`config.mk`:
```
export PLATFORM = sky130hd
export DESIGN_NAME = midi_uart_port
export DESIGN_NICKNAME = d
export VERILOG_FILES = /design/src/rtl/midi_uart_port.sv
export SDC_FILE = /design/constraint.sdc
export NUM_CORES = 1
export LEC_CHECK = 0
export BUFFER_PORTS_ARGS = -buffer_cell sky130_fd_sc_hd__buf_2
export CAP_MARGIN = 10
export CORE_MARGIN = 4
export CORE_UTILIZATION = 58
export CTS_BUF_LIST = sky130_fd_sc_hd__clkbuf_2
export CTS_CLUSTER_SIZE = 20
export DETAILED_ROUTE_END_ITERATION = 8
export GPL_ROUTABILITY_DRIVEN = 0
export PLACE_DENSITY_LB_ADDON = 0.1
export SLEW_MARGIN = 20
export SYNTH_ARGS = -nofsm -noshare
export SYNTH_HDL_FRONTEND = slang
export SYNTH_SLANG_ARGS = --single-unit
```
`constraint.sdc`:
```
create_clock -name clk -period 2.55 [get_ports clk]
set_input_delay 0.6375 -clock clk [delete_from_list [all_inputs] [get_ports clk]]
set_output_delay 0.6375 -clock clk [all_outputs]
set_load 0.05 [all_outputs]
```
`src/rtl/midi_uart_port.sv`:
```
module midi_uart_port #(
  parameter int CLK_HZ = 100_000_000,
  parameter int BAUD   = 31_250
) (
  input  logic       clk,
  input  logic       rst_n,
  input  logic       cpu_wr,
  input  logic       cpu_rd,
  input  logic       cpu_sel_ctl,
  input  logic [7:0] cpu_wdata,
  output logic [7:0] cpu_rdata,
  output logic       midi_tx,
  input  logic       midi_rx,
  output logic       irq_tx_empty,
  output logic       irq_rx_ready,
  output logic       rx_overrun
);
  localparam int DIV = CLK_HZ / BAUD;
  localparam int CW  = $clog2(DIV);
  localparam logic [CW-1:0] BIT_LAST = CW'(DIV - 1);
  localparam logic [CW-1:0] MID_LAST = CW'(DIV / 2 - 1);
  localparam logic [CW-1:0] ONE      = CW'(1);
  localparam logic [7:0] CMD_RESET = 8'hFF;
  localparam logic [7:0] CMD_UART  = 8'h3F;
  localparam logic [7:0] ACK_BYTE  = 8'hFE;

  logic          uart_mode;
  logic          tx_full, tx_busy, tx_line;
  logic [7:0]    tx_hold;
  logic [8:0]    tx_sh;
  logic [3:0]    tx_bit;
  logic [CW-1:0] tx_cnt;
  logic          rx_s1, rx_s2, rx_s3, rx_busy;
  logic [3:0]    rx_bit;
  logic [CW-1:0] rx_cnt;
  logic [7:0]    rx_sh, rx_hold;
  logic          rx_full, ovr;

  logic cmd_wr, do_reset, do_enter, ack, dat_wr, dat_rd;
  logic rx_tick, rx_done, deliver, keep;

  assign cmd_wr   = cpu_wr & cpu_sel_ctl;
  assign do_reset = cmd_wr && (cpu_wdata == CMD_RESET);
  assign do_enter = cmd_wr && (cpu_wdata == CMD_UART) && !uart_mode;
  assign ack      = do_reset | do_enter;
  assign dat_wr   = cpu_wr && !cpu_sel_ctl && uart_mode && !tx_full;
  assign dat_rd   = cpu_rd && !cpu_sel_ctl;
  assign rx_tick  = rx_busy && (rx_cnt == ((rx_bit == 4'd0) ? MID_LAST : BIT_LAST));
  assign rx_done  = rx_tick && (rx_bit == 4'd9);
  assign deliver  = rx_done && rx_s2 && uart_mode;
  assign keep     = rx_full && !dat_rd && !do_reset;

  always_ff @(posedge clk or negedge rst_n) begin
    if (!rst_n)        uart_mode <= 1'b0;
    else if (do_reset) uart_mode <= 1'b0;
    else if (do_enter) uart_mode <= 1'b1;
  end

  always_ff @(posedge clk or negedge rst_n) begin
    if (!rst_n) begin
      tx_full <= 1'b0;
      tx_hold <= '0;
      tx_busy <= 1'b0;
      tx_line <= 1'b1;
      tx_sh   <= '1;
      tx_bit  <= '0;
      tx_cnt  <= '0;
    end else begin
      if (!tx_busy) begin
        if (tx_full && !do_reset) begin
          tx_busy <= 1'b1;
          tx_sh   <= {1'b1, tx_hold};
          tx_line <= 1'b0;
          tx_bit  <= '0;
          tx_cnt  <= '0;
          tx_full <= 1'b0;
        end
      end else if (tx_cnt == BIT_LAST) begin
        tx_cnt <= '0;
        if (tx_bit == 4'd9) begin
          tx_busy <= 1'b0;
        end else begin
          tx_line <= tx_sh[0];
          tx_sh   <= {1'b1, tx_sh[8:1]};
          tx_bit  <= tx_bit + 4'd1;
        end
      end else begin
        tx_cnt <= tx_cnt + ONE;
      end
      if (do_reset) tx_full <= 1'b0;
      else if (dat_wr) begin
        tx_full <= 1'b1;
        tx_hold <= cpu_wdata;
      end
    end
  end

  always_ff @(posedge clk or negedge rst_n) begin
    if (!rst_n) begin
      rx_s1   <= 1'b1;
      rx_s2   <= 1'b1;
      rx_s3   <= 1'b1;
      rx_busy <= 1'b0;
      rx_bit  <= '0;
      rx_cnt  <= '0;
      rx_sh   <= '0;
    end else begin
      rx_s1 <= midi_rx;
      rx_s2 <= rx_s1;
      rx_s3 <= rx_s2;
      if (!rx_busy) begin
        if (rx_s3 && !rx_s2) begin
          rx_busy <= 1'b1;
          rx_bit  <= '0;
          rx_cnt  <= '0;
        end
      end else if (rx_tick) begin
        rx_cnt <= '0;
        if (rx_bit == 4'd0) begin
          if (rx_s2) rx_busy <= 1'b0;
          else       rx_bit  <= 4'd1;
        end else if (rx_bit == 4'd9) begin
          rx_busy <= 1'b0;
        end else begin
          rx_sh  <= {rx_s2, rx_sh[7:1]};
          rx_bit <= rx_bit + 4'd1;
        end
      end else begin
        rx_cnt <= rx_cnt + ONE;
      end
    end
  end

  always_ff @(posedge clk or negedge rst_n) begin
    if (!rst_n) begin
      rx_full <= 1'b0;
      rx_hold <= '0;
      ovr     <= 1'b0;
    end else begin
      rx_full <= ack | deliver | keep;
      if (ack)          rx_hold <= ACK_BYTE;
      else if (deliver) rx_hold <= rx_sh;
      ovr <= (ovr && !do_reset) | ((ack | deliver) && keep) | (ack && deliver);
    end
  end

  assign cpu_rdata    = cpu_sel_ctl ? {~rx_full, tx_full, 6'b0} : rx_hold;
  assign midi_tx      = tx_line;
  assign irq_tx_empty = ~tx_full;
  assign irq_rx_ready = rx_full;
  assign rx_overrun   = ovr;
endmodule

```
==> flow_summary.json <==
{
  "cp.required_ns": 2.96,
  "worst_ep_arrival_time_ns": 2.58,
  "finalWorstSetupSlack_ns": 0.383,
  "min_period_over_period": 0.850,
  "final_cells": 468,
  "worst_hold_slack_ns": 0.206,
  "dr_total_vias": 2751,
  "avgRoutedWirePerCell_um": 15.3,
  "grt_pass1_wl_um": 12500,
  "final_util": 0.674,
  "syn_inst": 352,
  "detail_route.first_pass.iterations": 4,
  "preCtsSetupSlack_ns": 0.325,
  "synthArstFlopShare": 1.00,
  "postSynthAreaPerCell_um2": 10.5,
  "synth-main-ff-cell": "dfrtp_1",
  "netlist_top_cells_area": "dfrtp_1, dfstp_2, mux2_2",
  "htree_levels": 3,
  "ys_seq_elements": 74,
  "core_area_um2": 6060,
  "cp-end-kind": "flop",
  "hold_viol": 0,
  "cts_tree": "yes",
  "viasPerCell": 5.88,
  "synth_area_um2": 3710,
  "seq_power_share": 0.574,
  "cts_resized": 0,
  "drc": 0,
  "skew_ns": 0.0368,
  "antenna_left": 0,
  "synth_top_area_share": 0.419,
  "synth_nets": 373,
  "p_comb_frac": 0.155,
  "cts_buffers": 9,
  "p_int_uw": 1720,
  "die_w_um": 87.9,
  "setup_violations": 0,
  "yosysSeqAreaShare": 0.504,
  "post-cts-setup-buffers": 0,
  "grt_pass1_vias": 2718,
  "synth-edff-count": 0,
  "switching_share": 0.304,
  "placed_cells": 451,
  "maxSlewViolCount": 0,
  "hold_class": "in -> reg",
  "grt_usage": 0.207,
  "max-cap-violations": 0,
  "crit_path_start_kind": "flop",
  "drt_iter0_markers": 87,
  "clkPwrFrac": 0.271,
  "grt_max_degree": 46,
  "fin_tns_setup_ns": 0,
  "initial_core_util": 0.611,
  "worst_pin_slew_ns": 0.488,
  "hpwlAfterDp_um": 5090,
  "io_pins": 26,
  "timing.fmax_mhz": 461,
  "root_buffer": "clkbuf_2",
  "die_area_um2": 7730,
  "yosysMostFrequentCell": "dfrtp_1",
  "io_buffers": 25,
  "die_y_um": 87.9,
  "power.density_nw_per_um2": 603,
  "fin_nets": 409,
  "antenna_found_initial": 0,
  "area_delta_synth_final_pct": 10.2,
  "synth_top_area_cell": "dfrtp_1",
  "synthTopCellsByCount": "dfrtp_1, nand2_1, nor2_1",
  "switchingPower_uw": 747,
  "rsz0062_at_grt": "false",
  "synth_warnings": 0,
  "layout_min_cycle_time_ns": 2.17,
  "synth.distinct_cells": 55,
  "routed_wl_um": 7160,
  "crit_type": "reg -> reg",
  "peakVddDrop_mv": 0.381,
  "status": "complete, no violations",
  "rows": 28,
  "path_clk_slew_ns": 0.20,
  "antenna_cells": 0,
  "power_leakage_uw": 0.00183,
  "cts.sinks": 74,
  "gr-total-overflow": 0,
  "drive_above_1_share": 0.234,
  "relSlewSlack": 0.674,
  "crit_path_max_fanout": 8,
  "clk_latency_ns": 0.52,
  "cts_max_path_buffers": 2
}
[what timing repair did]
action,4_1_cts,5_1_grt
setup endpoints to repair,0,0
hold endpoints to repair,7,0
hold buffers,1,0
[worst max-delay path, cell delays in order, from the launching register on]
cell and delay [ns]:
dfrtp_1 0.46, inv_1 0.09, ha_1 0.18, nor3b_4 0.23, mux2i_2 0.28, nor3b_4 0.46
mux2_2 0.39
[cell usage in the layout (no fill, tap or decap), types with 9 or more instances in the layout]
cell type and n:
mux2_2 18, nand2_1 40, a31oi_1 12, buf_4 9, o21ai_0 16, dfrtp_1 62
o22ai_1 9, dfstp_2 12, nor2_1 31, inv_1 12, nand4_1 9, a21oi_1 12
clkbuf_2 10, mux2i_1 11, buf_2 24
[power groups by stage]
stage / logic [uW] / registers (uW) / clock network [uW]
after detailed placement: 385 / 1440 / 0
after floorplan: 299 / 1400 / 0
after global placement: 374 / 1430 / 0
after global routing: 433 / 1430 / 745
final: 382 / 1410 / 668
after CTS: 388 / 1410 / 689
[state kept, by name, summed over array words and instances (netlist names), 4 cells and up]
signal   cells
tx_cnt      12
tx_sh        8
tx_bit       4
tx_hold      8
rx_cnt      12
rx_sh        8
rx_bit       4
rx_hold      8
[layout make-up]
type                       count  area [um2]
inverter                      13        48.8
tap                           75        93.8
multi-input combinational    255        1740
sequential                    74        1870
fill                         474        1980
clock inverter                 6        68.8
timing repair buffer          35         218
clock buffer                  10        50.0
[kinds of logic after synthesis]
family                   after synthesis  share of synthesized area
buffers and inverters                 23                     0.0270
AND/OR/NAND/NOR                      136                      0.208
flip-flops                            74                      0.504
XOR/XNOR                               9                     0.0213
multiplexers                          30                     0.0881
AO/OA/AOI/OAI                         73                      0.128
adder cells (fa/ha/maj)                7                     0.0236
[routing by layer]
metal | up-vias | GRT usage | wire length (um)
met5 | - | 0 | 0
met4 | 0 | 0.0753 | 85
met3 | 10 | 0.0461 | 241
met2 | 47 | 0.342 | 3550
met1 | 1351 | 0.269 | 3280
li1 | 1343 | - | -
[per-stage QoR]
stage | power [uW] | instance area, um2
after CTS | 2490 | 4090
after global routing | 2610 | 4090
after detailed placement | 1820 | 3960
after global placement | 1800 | 3960
after floorplan | 1700 | 3710
final | 2460 | 4090
[worst paths after layout]
path                            from        end  slack, ns  cells past startpoint
max reg2reg                rx_bit[0]   rx_sh[7]       0.38                      6
min reg2reg                    rx_s1      rx_s2       0.37                      0
min                          midi_rx      rx_s1       0.21                      1
max in group asynchronous      rst_n      rx_s3       1.35                      3
min in group asynchronous      rst_n  tx_bit[2]       0.54                      2
max                        rx_bit[0]   rx_sh[7]       0.38                      6
(Power assumes the default switching activity.)
